**src/rtl/pac_pkg.sv**
```systemverilog
package pac_pkg;

  // signed digit of a 1.5-bit stage
  typedef logic signed [1:0] sdig_t;

  typedef struct packed {
    logic  bad;
    sdig_t dig;
  } sdec_t;

  localparam int DEC_W = 3;

  // 00 -> -1, 01 -> 0, 10 -> +1, 11 -> 0 with error mark
  function automatic sdec_t decode_code(input logic [1:0] code);
    sdec_t r;
    r.bad = 1'b0;
    r.dig = 2'sd0;
    case (code)
      2'b00:   r.dig = -2'sd1;
      2'b10:   r.dig = 2'sd1;
      2'b11:   r.bad = 1'b1;
      default: r.dig = 2'sd0;
    endcase
    return r;
  endfunction

endpackage

```
**src/rtl/pac_rst_sync.sv**
```systemverilog
module pac_rst_sync #(
  parameter int SYNC_STAGES = 2
) (
  input  logic clk,
  input  logic arst_n,
  output logic rst_n_o
);

  logic [SYNC_STAGES-1:0] sync_q;
  logic [SYNC_STAGES-1:0] sync_d;

  always_comb begin
    sync_d = {sync_q[SYNC_STAGES-2:0], 1'b1};
  end

  always_ff @(posedge clk or negedge arst_n) begin
    if (!arst_n) sync_q <= '0;
    else         sync_q <= sync_d;
  end

  assign rst_n_o = sync_q[SYNC_STAGES-1];

endmodule

```
**src/rtl/pac_delay.sv**
```systemverilog
module pac_delay #(
  parameter int W     = 3,
  parameter int DEPTH = 1
) (
  input  logic         clk,
  input  logic         rst_n,
  input  logic [W-1:0] d_i,
  output logic [W-1:0] q_o
);

  logic [W-1:0] line_q [DEPTH];

  always_ff @(posedge clk or negedge rst_n) begin
    if (!rst_n) begin
      for (int k = 0; k < DEPTH; k++) line_q[k] <= '0;
    end else begin
      line_q[0] <= d_i;
      for (int k = 1; k < DEPTH; k++) line_q[k] <= line_q[k-1];
    end
  end

  assign q_o = line_q[DEPTH-1];

endmodule

```
**src/rtl/pac_align.sv**
```systemverilog
module pac_align
  import pac_pkg::*;
#(
  parameter int NSTG       = 7,
  parameter int PER_CYC    = 2,
  parameter int FLASH_BITS = 3
) (
  input  logic                  clk,
  input  logic                  rst_n,
  input  sdec_t [NSTG-1:0]      dec_i,
  input  logic [FLASH_BITS-1:0] flash_i,
  output sdec_t [NSTG-1:0]      dec_o,
  output logic [FLASH_BITS-1:0] flash_o
);

  localparam int LAST = NSTG / PER_CYC;
  localparam int FDLY = LAST - (NSTG / PER_CYC);

  sdec_t [NSTG-1:0]      skew_w;
  logic [FLASH_BITS-1:0] fskew_w;
  sdec_t [NSTG-1:0]      dec_q;
  logic [FLASH_BITS-1:0] flash_q;

  // early stages wait for the late ones of the same sample
  for (genvar i = 0; i < NSTG; i++) begin : g_lane
    localparam int DLY = LAST - (i / PER_CYC);
    if (DLY > 0) begin : g_dly
      pac_delay #(.W(DEC_W), .DEPTH(DLY)) u_dly (
        .clk   (clk),
        .rst_n (rst_n),
        .d_i   (dec_i[i]),
        .q_o   (skew_w[i])
      );
    end else begin : g_thru
      assign skew_w[i] = dec_i[i];
    end
  end

  if (FDLY > 0) begin : g_fdly
    pac_delay #(.W(FLASH_BITS), .DEPTH(FDLY)) u_fdly (
      .clk   (clk),
      .rst_n (rst_n),
      .d_i   (flash_i),
      .q_o   (fskew_w)
    );
  end else begin : g_fthru
    assign fskew_w = flash_i;
  end

  always_ff @(posedge clk or negedge rst_n) begin
    if (!rst_n) begin
      dec_q   <= '0;
      flash_q <= '0;
    end else begin
      dec_q   <= skew_w;
      flash_q <= fskew_w;
    end
  end

  assign dec_o   = dec_q;
  assign flash_o = flash_q;

endmodule

```
**src/rtl/pac_combine.sv**
```systemverilog
module pac_combine
  import pac_pkg::*;
#(
  parameter int NSTG       = 7,
  parameter int RES_BITS   = 10,
  parameter int FLASH_BITS = 3
) (
  input  logic                  clk,
  input  logic                  rst_n,
  input  sdec_t [NSTG-1:0]      dec_i,
  input  logic [FLASH_BITS-1:0] flash_i,
  output logic [RES_BITS-1:0]   res_o,
  output logic                  rng_o,
  output logic                  bad_o
);

  localparam int SUM_W = RES_BITS + 2;
  localparam int MID   = 1 << (RES_BITS - 1);
  localparam int TOPV  = (1 << RES_BITS) - 1;

  logic signed [SUM_W-1:0] acc_d, acc_q;
  logic                    bad1_d, bad1_q;
  logic [RES_BITS-1:0]     res_d, res_q;
  logic                    rng_d, rng_q, bad2_q;

  // weighted signed-digit sum, one bit of overlap per stage
  always_comb begin
    acc_d  = SUM_W'(MID);
    bad1_d = 1'b0;
    for (int i = 0; i < NSTG; i++) begin
      acc_d  = acc_d + (SUM_W'(dec_i[i].dig) <<< (RES_BITS - 1 - i));
      bad1_d = bad1_d | dec_i[i].bad;
    end
    acc_d = acc_d + SUM_W'($signed({1'b0, flash_i}));
  end

  // saturate at both ends
  always_comb begin
    if (acc_q < 0) begin
      res_d = '0;
      rng_d = 1'b1;
    end else if (acc_q > SUM_W'(TOPV)) begin
      res_d = RES_BITS'(TOPV);
      rng_d = 1'b1;
    end else begin
      res_d = acc_q[RES_BITS-1:0];
      rng_d = 1'b0;
    end
  end

  always_ff @(posedge clk or negedge rst_n) begin
    if (!rst_n) begin
      acc_q  <= '0;
      bad1_q <= 1'b0;
      res_q  <= '0;
      rng_q  <= 1'b0;
      bad2_q <= 1'b0;
    end else begin
      acc_q  <= acc_d;
      bad1_q <= bad1_d;
      res_q  <= res_d;
      rng_q  <= rng_d;
      bad2_q <= bad1_q;
    end
  end

  assign res_o = res_q;
  assign rng_o = rng_q;
  assign bad_o = bad2_q;

endmodule

```
**src/rtl/pipe_adc_corrector.sv**
```systemverilog
module pipe_adc_corrector
  import pac_pkg::*;
#(
  parameter int NSTG        = 7,
  parameter int PER_CYC     = 2,
  parameter int RES_BITS    = 10,
  parameter int FLASH_BITS  = 3,
  parameter int SYNC_STAGES = 2
) (
  input  logic                  clk,
  input  logic                  rst_n,
  input  logic [2*NSTG-1:0]     stg_code_i,
  input  logic [FLASH_BITS-1:0] flash_i,
  output logic [RES_BITS-1:0]   res_o,
  output logic                  res_vld_o,
  output logic                  range_o,
  output logic                  code_err_o
);

  localparam int LAST = NSTG / PER_CYC;
  localparam int LAT  = LAST + 3;
  localparam int FW   = $clog2(LAT + 1);

  logic                  rst_int_n;
  sdec_t [NSTG-1:0]      dec_w;
  sdec_t [NSTG-1:0]      al_dec_w;
  logic [FLASH_BITS-1:0] al_flash_w;
  logic [RES_BITS-1:0]   res_w;
  logic                  rng_w, bad_w;
  logic [FW-1:0]         fill_d, fill_q;
  logic                  full_w;

  pac_rst_sync #(.SYNC_STAGES(SYNC_STAGES)) u_rst (
    .clk     (clk),
    .arst_n  (rst_n),
    .rst_n_o (rst_int_n)
  );

  for (genvar i = 0; i < NSTG; i++) begin : g_dec
    assign dec_w[i] = decode_code(stg_code_i[2*i +: 2]);
  end

  pac_align #(.NSTG(NSTG), .PER_CYC(PER_CYC), .FLASH_BITS(FLASH_BITS)) u_align (
    .clk     (clk),
    .rst_n   (rst_int_n),
    .dec_i   (dec_w),
    .flash_i (flash_i),
    .dec_o   (al_dec_w),
    .flash_o (al_flash_w)
  );

  pac_combine #(.NSTG(NSTG), .RES_BITS(RES_BITS), .FLASH_BITS(FLASH_BITS)) u_comb (
    .clk     (clk),
    .rst_n   (rst_int_n),
    .dec_i   (al_dec_w),
    .flash_i (al_flash_w),
    .res_o   (res_w),
    .rng_o   (rng_w),
    .bad_o   (bad_w)
  );

  // fill tracking: count edges until the first real sample is out
  assign full_w = (fill_q == FW'(LAT));

  always_comb begin
    fill_d = full_w ? fill_q : fill_q + 1'b1;
  end

  always_ff @(posedge clk or negedge rst_int_n) begin
    if (!rst_int_n) fill_q <= '0;
    else            fill_q <= fill_d;
  end

  assign res_o      = res_w;
  assign res_vld_o  = full_w;
  assign range_o    = rng_w & full_w;
  assign code_err_o = bad_w & full_w;

endmodule

```
**config.mk**
```make
export PLATFORM = sky130hd
export DESIGN_NAME = pipe_adc_corrector
export DESIGN_NICKNAME = d
export VERILOG_FILES = /design/src/rtl/pac_pkg.sv /design/src/rtl/pac_rst_sync.sv /design/src/rtl/pac_delay.sv /design/src/rtl/pac_align.sv /design/src/rtl/pac_combine.sv /design/src/rtl/pipe_adc_corrector.sv
export SDC_FILE = /design/constraint.sdc
export NUM_CORES = 1
export LEC_CHECK = 0
export BUFFER_PORTS_ARGS = -buffer_cell sky130_fd_sc_hd__buf_2
export CAP_MARGIN = 20
export CORE_MARGIN = 10
export CORE_UTILIZATION = 50
export CTS_CLUSTER_DIAMETER = 200
export DETAILED_ROUTE_END_ITERATION = 8
export PLACE_DENSITY_LB_ADDON = 0.12
export REMOVE_ABC_BUFFERS = 1
export SLEW_MARGIN = 20
export SYNTH_ARGS = -nofsm -noshare
export SYNTH_HDL_FRONTEND = slang
export SYNTH_SLANG_ARGS = --single-unit
```
**constraint.sdc**
```tcl
create_clock -name clk -period 3.25 [get_ports clk]
set_input_delay 0.65 -clock clk [delete_from_list [all_inputs] [get_ports clk]]
set_output_delay 0.65 -clock clk [all_outputs]
set_load 0.05 [all_outputs]
```
==> results by group <==
Power
  – Power per Cell Area: about 740 nW/um2
  – VDD IR max: a little over 500 uV
  – Total chip power: 2859 uW
  – LEAKAGE: between 0.0015 and 0.002 uW

Route
  – Met1 WL: roughly 1900 um
  – Routed via count: about 1,600
  – Top routing layer used: met4
  – DRC errors left: 0
  – Drt pass-1 iters: 4
  – Initial DRC Count: 22
  – WL/cell: approximately 12 um
  – Routed wl met3: around 240 um
  – WL final: about 4300 um
  – Routed met2 length: about 2100 um
  – Post-DRT Antenna Nets: 0
  – DR vias/cell: around 4.4

Timing
  – Final setup fails: 0
  – Post-layout minimum cycle time: between 3000 and 4000 ps
  – Final Hold Slack: 69.18 ps
  – Setup TNS: 0 ps
  – Unrepaired setup endpoints after global routing: yes
  – Final Hold Viols: 0
  – Fmax: 0.3092 GHz
  – Fin Clk Skew: between 8 and 9 ps
  – Slew Limit Fails: 0
  – Crit share post-route: 0.9951

Placed design
  – Number of port buffers: 31
  – RD Place Congestion: between 0.7 and 0.8
  – Placed cell count: 340
  – Placed Area: between 3000 and 4000 um2
  – Post-DP HPWL: between 3000 and 4000 um

Worst setup path
  – CP Launch Type: flip-flop
  – Crit Path Category: flip-flop to flip-flop
  – Max incr delay on CP: 560 ps
  – Worst Setup End Kind: flip-flop
  – Arrival time worst endpoint: about 3500 ps
  – Crit-path cells: fa_1 -> inv_1 -> fa_1 -> fa_1 -> fa_1 -> xnor2_1 -> xnor3_1 -> xnor3_1
  – Slowest CP cell: fa_1
  – Worst Reg-to-Reg Cells: 8
  – Req. time, crit path: 3480 ps
  – Reg-to-reg slack, setup: around 16 ps
  – Most used cell, CP: fa_1
  – Max FO, Critical Path: 2

Logic synthesis
  – Syn Std Cell Area: between 3000 and 4000 um2
  – Post-Synthesis Cells: between 200 and 250
  – Ranking of synthesized cells by area: dfrtp_1 (68%), fa_1 (12%), ha_1 (5.7%)
  – Netlist cell types: 18
  – Yosys top cell area share: 0.6826
  – Syn. warnings: 0
  – Mapped Avg Cell Area: between 10 and 15 um2
  – Yosys top cell by area: dfrtp_1
  – Synth Register Bits: 90
  – Sequential area share after synthesis: 0.6826

Min path
  – Worst Hold Class: input port to async pin

Cells and area
  – NumNets Final: 328
  – Final non-filler cell area: about 3900 um2
  – Non-filler cells, final: approximately 360
  – Share of layout cells above drive strength 1: 0.2509
  – Most common library cell in the layout ignoring fill and taps: dfrtp_1
  – Area grow syn2layout: 17.37%
  – Most frequent cells in the layout: dfrtp_1 (89), inv_1 (33), nor2_1 (31), buf_2 (31), fa_1 (17)
  – Ant. Diodes: 0

Clock network
  – Htree depth: 3
  – Inserted Clock Buffers: 9
  – CTS Buffer Depth: 2
  – Root Buffer: clkbuf_8
  – CTS Sinks: 90
  – CTS tree: yes
  – Skew-Pair Late Insertion Delay: 350 ps
  – Post-CTS Hold Buffers: 0
  – Worst-path clk slew: 90 ps

Floorplanning
  – Num ports: 32
  – Die height: 101.2 um
  – Die W: approximately 100 um
  – Row cnt: 29
  – Die area: just over 10,000 um2
  – Core Region: roughly 6400 um2
  – Starting Density: 0.5167

Flow run
  – # Max-Cap Violations: 0

GRT
  – Global-route wire length before repair: approximately 7500 um
  – Antenna violations before repair: 0
  – Largest net degree at the start of global routing: 89
  – GR Util All Layers: 0.09448
  – Grt ovf: 0
  – Vias in the first global route: about 1,700

Run status
  – Status: finished clean
cell families (layout without fill, tap and decap cells):
logic type	Yosys count	in the layout	synth area share
xor+xnor	9	9	0.03223
flops	90	90	0.6826
compound gates	3	3	0.005310
fa+ha+maj	34	34	0.1722
other cells	1	1	0.001137
buf+inv	40	96	0.04551
simple gates	46	46	0.06105
per-layer routing:
metal / up-vias / global-route usage
li1: 758 / -
met1: 784 / 0.1141
met2: 30 / 0.1421
met3: 6 / 0.02995
met4: 0 / 0.06431
met5: - / 0
sequential cells by signal (all words and copies together) (netlist names):
register,cells
fill_q,3
u_align.dec_o,21
u_align.flash_o,3
u_align.g_lane.g_dly.u_dly.line_q,18
u_align.g_lane.g_dly.u_dly.q_o,18
u_comb.acc_q,12
u_comb.bad1_q,1
u_comb.bad_o,1
u_comb.res_o,10
u_comb.rng_o,1
u_rst.sync_q,2
metrics by stage:
step | utilization | setup slack (ps)
floorplan | - | -191.0
global placement | 0.5684 | -183.5
detailed placement | 0.5684 | -265.5
CTS | 0.6017 | -26.30
global route | 0.6064 | -94.10
finish | 0.6064 | 15.84
repair_timing:
item / CTS / global route
gates resized for setup: 6 / 4
setup buffers: 0 / 0
endpoints found under the setup margin: 3 / 3
pin swaps: 11 / 4
worst max-delay path: cells and delay by family, from the launching register on:
| kind | cells | cell delay, ps |
|---|---|---|
| adder cells (fa/ha/maj) | 4 | 1860 |
| buffers and inverters | 1 | 50 |
| flip-flops | 1 | 410 |
| XOR/XNOR | 3 | 790 |
worst paths after layout:
path / from / endpoint
max in group asynchronous: u_rst.sync_q[1]$_DFF_PN0_ / u_comb.acc_q[10]$_DFF_PN0_
setup / recovery: u_align.dec_o[10]$_DFF_PN0_ / u_comb.acc_q[11]$_DFF_PN0_
hold / removal: rst_n / u_rst.sync_q[1]$_DFF_PN0_
min in group clk: u_align.g_lane[2].g_dly.u_dly.q_o[1]$_DFF_PN0_ / u_align.dec_o[7]$_DFF_PN0_
hold reg to reg: u_rst.sync_q[1]$_DFF_PN0_ / u_align.dec_o[7]$_DFF_PN0_
setup reg to reg: u_align.dec_o[10]$_DFF_PN0_ / u_comb.acc_q[11]$_DFF_PN0_
synth_stat cells:
master and count:
xnor3_1 2, a21o_1 1, xnor2_1 6, and2_1 7, conb_1 1, nor2_1 31, a21oi_1 2, clkbuf_1 2
ha_1 15, inv_1 38, nor4_1 1, nand2_1 3, nor3_1 1, and3_1 2, or2_2 1, dfrtp_1 90
fa_1 19, xor2_1 1
power by group:
group / total (uW) / switching, uW / internal (uW) / leakage (uW)
clock network: 738 / 383 / 355 / 0.0000970
logic: 775 / 473 / 302 / 0.000787
registers: 1350 / 78.8 / 1270 / 0.00109
final cells by class:
cell class	count	area, um2
Clock inverter	6	67.56
Clock buffer	9	123.9
Timing Repair Buffer	43	265.3
Tap cell	77	96.34
Multi-Input combinational cell	93	920.9
Fill cell	493	2514
Inverter	38	142.6
Sequential cell	90	2256
(Power assumes the default switching activity.)
